<file path="src/rtl/fp_lz_norm.sv">
module fp_lz_norm #(
  parameter int W  = 27,
  parameter int EW = 10
) (
  input  logic [W-1:0]         m_in,
  input  logic signed [EW-1:0] e_in,
  input  logic signed [EW-1:0] limit,
  output logic [W-1:0]         m_out,
  output logic signed [EW-1:0] e_out
);
  localparam int CW = $clog2(W + 1);

  logic [CW-1:0]        lzc;
  logic signed [EW:0]   lz_ext, lim_ext, sh_w;
  logic [CW-1:0]        sh;
  logic [W:0]           fill;

  always_comb begin
    lzc = CW'(W);
    for (int i = 0; i < W; i++)
      if (m_in[i]) lzc = CW'(W - 1 - i);
  end

  assign lz_ext  = $signed({{(EW + 1 - CW){1'b0}}, lzc});
  assign lim_ext = $signed({limit[EW-1], limit});
  assign sh_w    = (lim_ext <= 0) ? '0 : ((lim_ext < lz_ext) ? lim_ext : lz_ext);
  assign sh      = sh_w[CW-1:0];

  assign fill  = ({{W{1'b0}}, 1'b1} << sh) - 1'b1;
  assign m_out = (m_in << sh) | (m_in[0] ? fill[W-1:0] : '0);
  assign e_out = e_in - $signed({{(EW - CW){1'b0}}, sh});

  logic [EW-1:0] drop;
  assign drop = e_in - e_out;

  always_comb begin
    AST_FILL_COUNT: assert ($countones(m_out) == $countones(m_in) + (m_in[0] ? int'(sh) : 0));
    if (limit > 0) begin
      AST_EXP_FLOOR: assert (drop <= limit[EW-1:0]);
      if (m_in != '0 && lz_ext <= lim_ext)
        AST_MSB_SET: assert (m_out[W-1]);
    end else begin
      AST_NO_SHIFT: assert (m_out == m_in && e_out == e_in);
    end
  end
endmodule

</file>
<file path="config.mk">
export PLATFORM = sky130hd
export DESIGN_NAME = fp_lz_norm
export DESIGN_NICKNAME = d
export VERILOG_FILES = /design/src/rtl/fp_lz_norm.sv
export SDC_FILE = /design/constraint.sdc
export NUM_CORES = 1
export LEC_CHECK = 0
export BUFFER_PORTS_ARGS = -buffer_cell sky130_fd_sc_hd__buf_2
export CAP_MARGIN = 10
export CELL_PAD_IN_SITES_DETAIL_PLACEMENT = 0
export CELL_PAD_IN_SITES_GLOBAL_PLACEMENT = 1
export CORE_ASPECT_RATIO = 1.25
export CORE_MARGIN = 4
export CORE_UTILIZATION = 34
export DETAILED_ROUTE_END_ITERATION = 7
export PLACE_DENSITY = 0.88
export REMOVE_ABC_BUFFERS = 1
export SLEW_MARGIN = 30
export SYNTH_ARGS = -nofsm -noshare
export SYNTH_HDL_FRONTEND = slang
export SYNTH_SLANG_ARGS = --single-unit
</file>
<file path="constraint.sdc">
create_clock -name vclk -period 4.4
set_clock_uncertainty 0.05 [all_clocks]
set_input_delay 0 -clock vclk [all_inputs]
set_output_delay 0 -clock vclk [all_outputs]
set_load 0.01 [all_outputs]
</file>
=== After elaboration in Yosys (flattened, before gate mapping) ===
Index checks and enable logic that the tools add are counted.

* Word-level logic and storage cells: 37
* Register bits after elaboration: 0
* Bits in latches: 0
* Bits in read-only memories: 0
* Bits in writable memories: 0
* Bits of input ports: 47
* Memories: 0

* Bitwise gates (word level): 1
* $lt $le $gt $ge: 2
* Mux-type cells: 30
* Multiply operators: 0
* Add/sub/neg operators: 2
* Divide/modulo/power cells: 0
* Shifts and indexed selects: 2
* Reductions and logical operators: 0
* Equal/unequal tests: 0

{| class="wikitable"
|+ Operators by type and width
! cell !! number
|-
| two-way mux 5 bit || 28
|-
| two-way mux 27 bit || 1
|-
| OR 27 bit || 1
|-
| left shift 1 x 5 -> 27 bit, first input constant || 1
|-
| left shift 27 x 5 -> 27 bit || 1
|-
| subtractor 27 x 1 -> 27 bit, second input constant || 1
|-
| <= comparator 10 x 1 -> 1 bit, second input constant || 1
|-
| less-than comparator 10 x 6 -> 1 bit || 1
|-
| subtractor 10 x 6 -> 10 bit || 1
|-
| two-way mux 1 bit || 1
|}

=== Logic depth before layout (Yosys ltp) ===
* Depth in word-level cells: 34
* Depth in mapped cells: 23
* Mapped depth without buffers: 21

=== Worst setup path after synthesis ===
No wires, ideal clock.

* Path type: input port to output port
* Start: in m_in[4]
* End: out m_out[26]
* Setup slack: -0.073 ns
* Arrival: 4.423 ns
* Path buffers: 1
* Stages on the path: 21
* Data required time: 4.350 ns
* Cell sequence: or4_1 -> nor4b_1 -> o31ai_1 -> ha_1 -> and3_1 -> o21ai_0 -> or3_1 -> a311o_1 -> nand2_1 -> mux2_2 -> inv_1 -> nand2_1 -> nor2_1 -> nand2_1 -> ha_1 -> clkbuf_1 -> nor2_1 -> nand2_1 -> o311ai_1 -> a221oi_1 -> o22ai_1

* Word-level cells in the longest chain between the ends: 30

{| class="wikitable"
|+ Ends and longest elaborated chain
! what !! line !! RTL
|-
| from (decl) || 5 || <nowiki>input logic [W-1:0] m_in,</nowiki>
|-
| two-way mux 5 bit (23 in a row) || 21 || <nowiki>if (m_in[i]) lzc = CW'(W - 1 - i);</nowiki>
|-
| less-than comparator 10 x 6 -> 1 bit || 26 || <nowiki>assign sh_w = (lim_ext <= 0) ? '0 : ((lim_ext < lz_ext) ? lim_ext : lz_ext);</nowiki>
|-
| two-way mux 5 bit (2 in a row) || 26 ||
|-
| left shift 1 x 5 -> 27 bit || 29 || <nowiki>assign fill = ({{W{1'b0}}, 1'b1} << sh) - 1'b1;</nowiki>
|-
| subtractor 27 x 1 -> 27 bit || 29 ||
|-
| two-way mux 27 bit || 30 || <nowiki>assign m_out = (m_in << sh) | (m_in[0] ? fill[W-1:0] : '0);</nowiki>
|-
| OR 27 bit * || 30 ||
|-
| to (decl) || 8 || <nowiki>output logic [W-1:0] m_out,</nowiki>
|}

Mark *: on every way between the ends. The rest lies on a longest branch, timed or not.

=== Worst setup path after layout ===
* Start: in m_in[4]
* End: out m_out[20]

Same word-level chain as after synthesis.

==> summary.md <==
| Metric | Value |
|---|---|
| Slew Viols, Final | 0 |
| Area grow syn2layout | 30.1% |
| DR vias | 3630 |
| Post-DR vias/cell | 6.08 |
| Mapped Cells | 405 |
| # nets final | 562 |
| Period utilization | 0.958 |
| Global Route Usage Sum | 0.211 |
| Largest stage delay, worst path | 550 ps |
| FMAX | 0.237 GHz |
| Kind of critical path | input port to primary output |
| PD cells | 104 mW/mm^2 |
| Maximum net fanout on the critical path | 41 |
| Layout clock buffer count | 0 |
| Post-synthesis sequential area ratio | 0 |
| Vias in the first global route | 3480 |
| Status | completed |
| Seq cells | 0 |
| Largest family of logic cells by synthesized area | compound AO/OA/AOI/OAI gates |
| Number of buffers added on ports | 84 |
| Post-DRT Antenna Nets | 0 |
| Drc violations | 0 |
| Setup TNS | 0 ps |
| Largest net degree at the start of global routing | 42 |
| WP data arrival | 4160 ps |
| Crit path launch type | input port |
| Crit end category | primary output |
| Diode count | 0 |
| Share of layout cells above drive strength 1 | 0.339 |
| Critical-path cell list | buf_2 -> or4_4 -> nor4b_4 -> o31ai_2 -> ha_1 -> and3_4 -> o21ai_1 -> or3_4 -> a311o_1 -> buf_4 -> and3_1 -> o21a_1 -> buf_4 -> inv_2 -> buf_12 -> nor4_1 -> a21oi_1 -> o22ai_1 -> or3_1 -> buf_2 |
| Setup-failing EPs final | 0 |
| # fillers | 835 |
| Final Hold Viols | 0 |
| Cell variety after synth | 72 |
| Total grt overflow | 0 |
| Mapped Area | 0.00274 mm^2 |
| RePlAce Congestion | 0.936 |
| IO Pins | 84 |
| Avg Inst Size Synth | 6.75 um^2 |
| Compound-Gate Fraction of Synth Area | 0.313 |
| Sequential Area | 0 um^2 |
| Die outline width | 88.2 um |
| Slew of the pin with the lowest slew margin | 467 ps |
| Post-Synth Simple-Gate Area | 0.266 |
| Leakage | 1.68 nW |
| TritonRoute pass-1 iters | 5 |
| Most common cell after layout, fill and taps aside | buf_2 |
| CP Buf/Inv Count | 6 |
| Critical Path RT | 4350 ps |
| Die height | 108 um |
| Commonest non-fill, non-tap cells in the layout | 84 x buf_2, 64 x mux2i_1, 51 x nand2_1, 41 x buf_4, 29 x nor2_1 |
| Post-synthesis adder-cell area fraction | 0.0531 |
| Syn. warnings | 0 |
| Mux share of post-synthesis cell area | 0.251 |
| Slew HR | 0.680 |
| Final Power | 0.372 mW |
| Slowest-stage cell, CP | or4_4 |
| WL final | 10.4 mm |
| Delay-heaviest family, CP | simple AND/OR/NAND/NOR gates |
| HPWL Detailed | 8.19 mm |
| Die ar. | 0.00955 mm^2 |
| Xor and xnor area share after synthesis | 0.0288 |
| Fin crit period | 4210 ps |
| Hold_buf cts | 0 |
| First-pass GRT wire length | 16.7 mm |
| Initial antenna violation count | 0 |
| RSZ-0062 raised after global routing | true |
| Max-cap violation count | 0 |
| Core Area | 0.00784 mm^2 |
| Peak VDD IR | 51.0 uV |
| Row count | 36 |
| WL/cell | 17.4 um |
| Worst hold path class | input port to primary output |
| DRT iter0 DRCs | 259 |
| Initial core utilization | 0.349 |
## path summary, 6_finish.rpt
path | from | endpoint | slack (ps) | cells after the start
max | m_in[4] | m_out[20] | 190 | 20
min | e_in[8] | e_out[8] | 220 | 3
## report_power, final
part	switching, mW	total, mW	internal (mW)
clock	0	0	0
combinational	0.209	0.372	0.163
sequential	0	0	0
total	0.209	0.372	0.163
## final cells by class
| type | count | area (um^2) | area share |
|---|---|---|---|
| inverter | 14 | 65.1 | 0.0183 |
| multi-input combinational | 361 | 2620 | 0.735 |
| tap | 95 | 119 | 0.0334 |
| timing repair buffer | 127 | 759 | 0.213 |
## cells by family (layout without fill, tap and decap cells)
| group | Yosys count | after routing |
|---|---|---|
| compound gates | 122 | 122 |
| xor+xnor | 9 | 9 |
| fa+ha+maj | 11 | 11 |
| buf+inv | 44 | 141 |
| mux | 68 | 68 |
| simple gates | 151 | 151 |
## per-stage QoR
stage	std cells	setup slack [ps]	hold WS [ps]	instance area (um^2)	util
2_1_floorplan	375	-707	-50.0	2560	-
5_1_grt	597	-35.6	253	3560	0.454
4_1_cts	596	9.61	233	3440	0.439
3_5_place_dp	596	-134	231	3430	0.437
3_3_place_gp	596	-15.5	224	3430	0.437
6_report	597	185	223	3560	0.454
## repair_timing
item | CTS | global route
endpoints found under the setup margin | 5 | 24
resized for setup | 4 | 30
pin swaps | 1 | 7
setup buffers | 0 | 1
endpoints found under the hold margin | 0 | 0
## cell usage after synthesis, types with 3 or more instances
master | count | area [um^2]
or3_1 | 3 | 18.8
a21o_1 | 4 | 30.0
o221ai_1 | 4 | 35.0
clkbuf_1 | 8 | 30.0
nor2_1 | 34 | 128
o21ai_0 | 21 | 105
and3_1 | 8 | 50.1
a31oi_1 | 7 | 43.8
nor4_1 | 5 | 31.3
a21oi_1 | 20 | 100
o32ai_1 | 3 | 26.3
a221oi_1 | 3 | 26.3
nor2b_1 | 4 | 25.0
mux2_2 | 4 | 45.0
nand2_1 | 55 | 206
buf_4 | 3 | 22.5
nor4b_1 | 3 | 26.3
ha_1 | 10 | 125
o211ai_1 | 6 | 45.0
o2bb2ai_1 | 3 | 26.3
buf_2 | 14 | 70.1
inv_1 | 11 | 41.3
mux2i_1 | 64 | 641
o22ai_1 | 7 | 43.8
xnor2_1 | 6 | 52.6
xor2_1 | 3 | 26.3
o21ai_1 | 4 | 20.0
nor3_1 | 7 | 35.0
a21boi_0 | 3 | 22.5
o31ai_1 | 3 | 22.5
a22oi_1 | 5 | 37.5
nand3_1 | 16 | 80.1
o21a_1 | 3 | 22.5
## layer usage
| metal | GRT usage | share of wire | vias up |
|---|---|---|---|
| li1 | - | - | 1739 |
| met3 | 0.0236 | 0.090 | 16 |
| met2 | 0.376 | 0.49 | 193 |
| met5 | 0 | 0 | - |
| met1 | 0.267 | 0.40 | 1682 |
| met4 | 0.0475 | 0.018 | 0 |
Note: power is estimated with default switching activity, not from simulation.
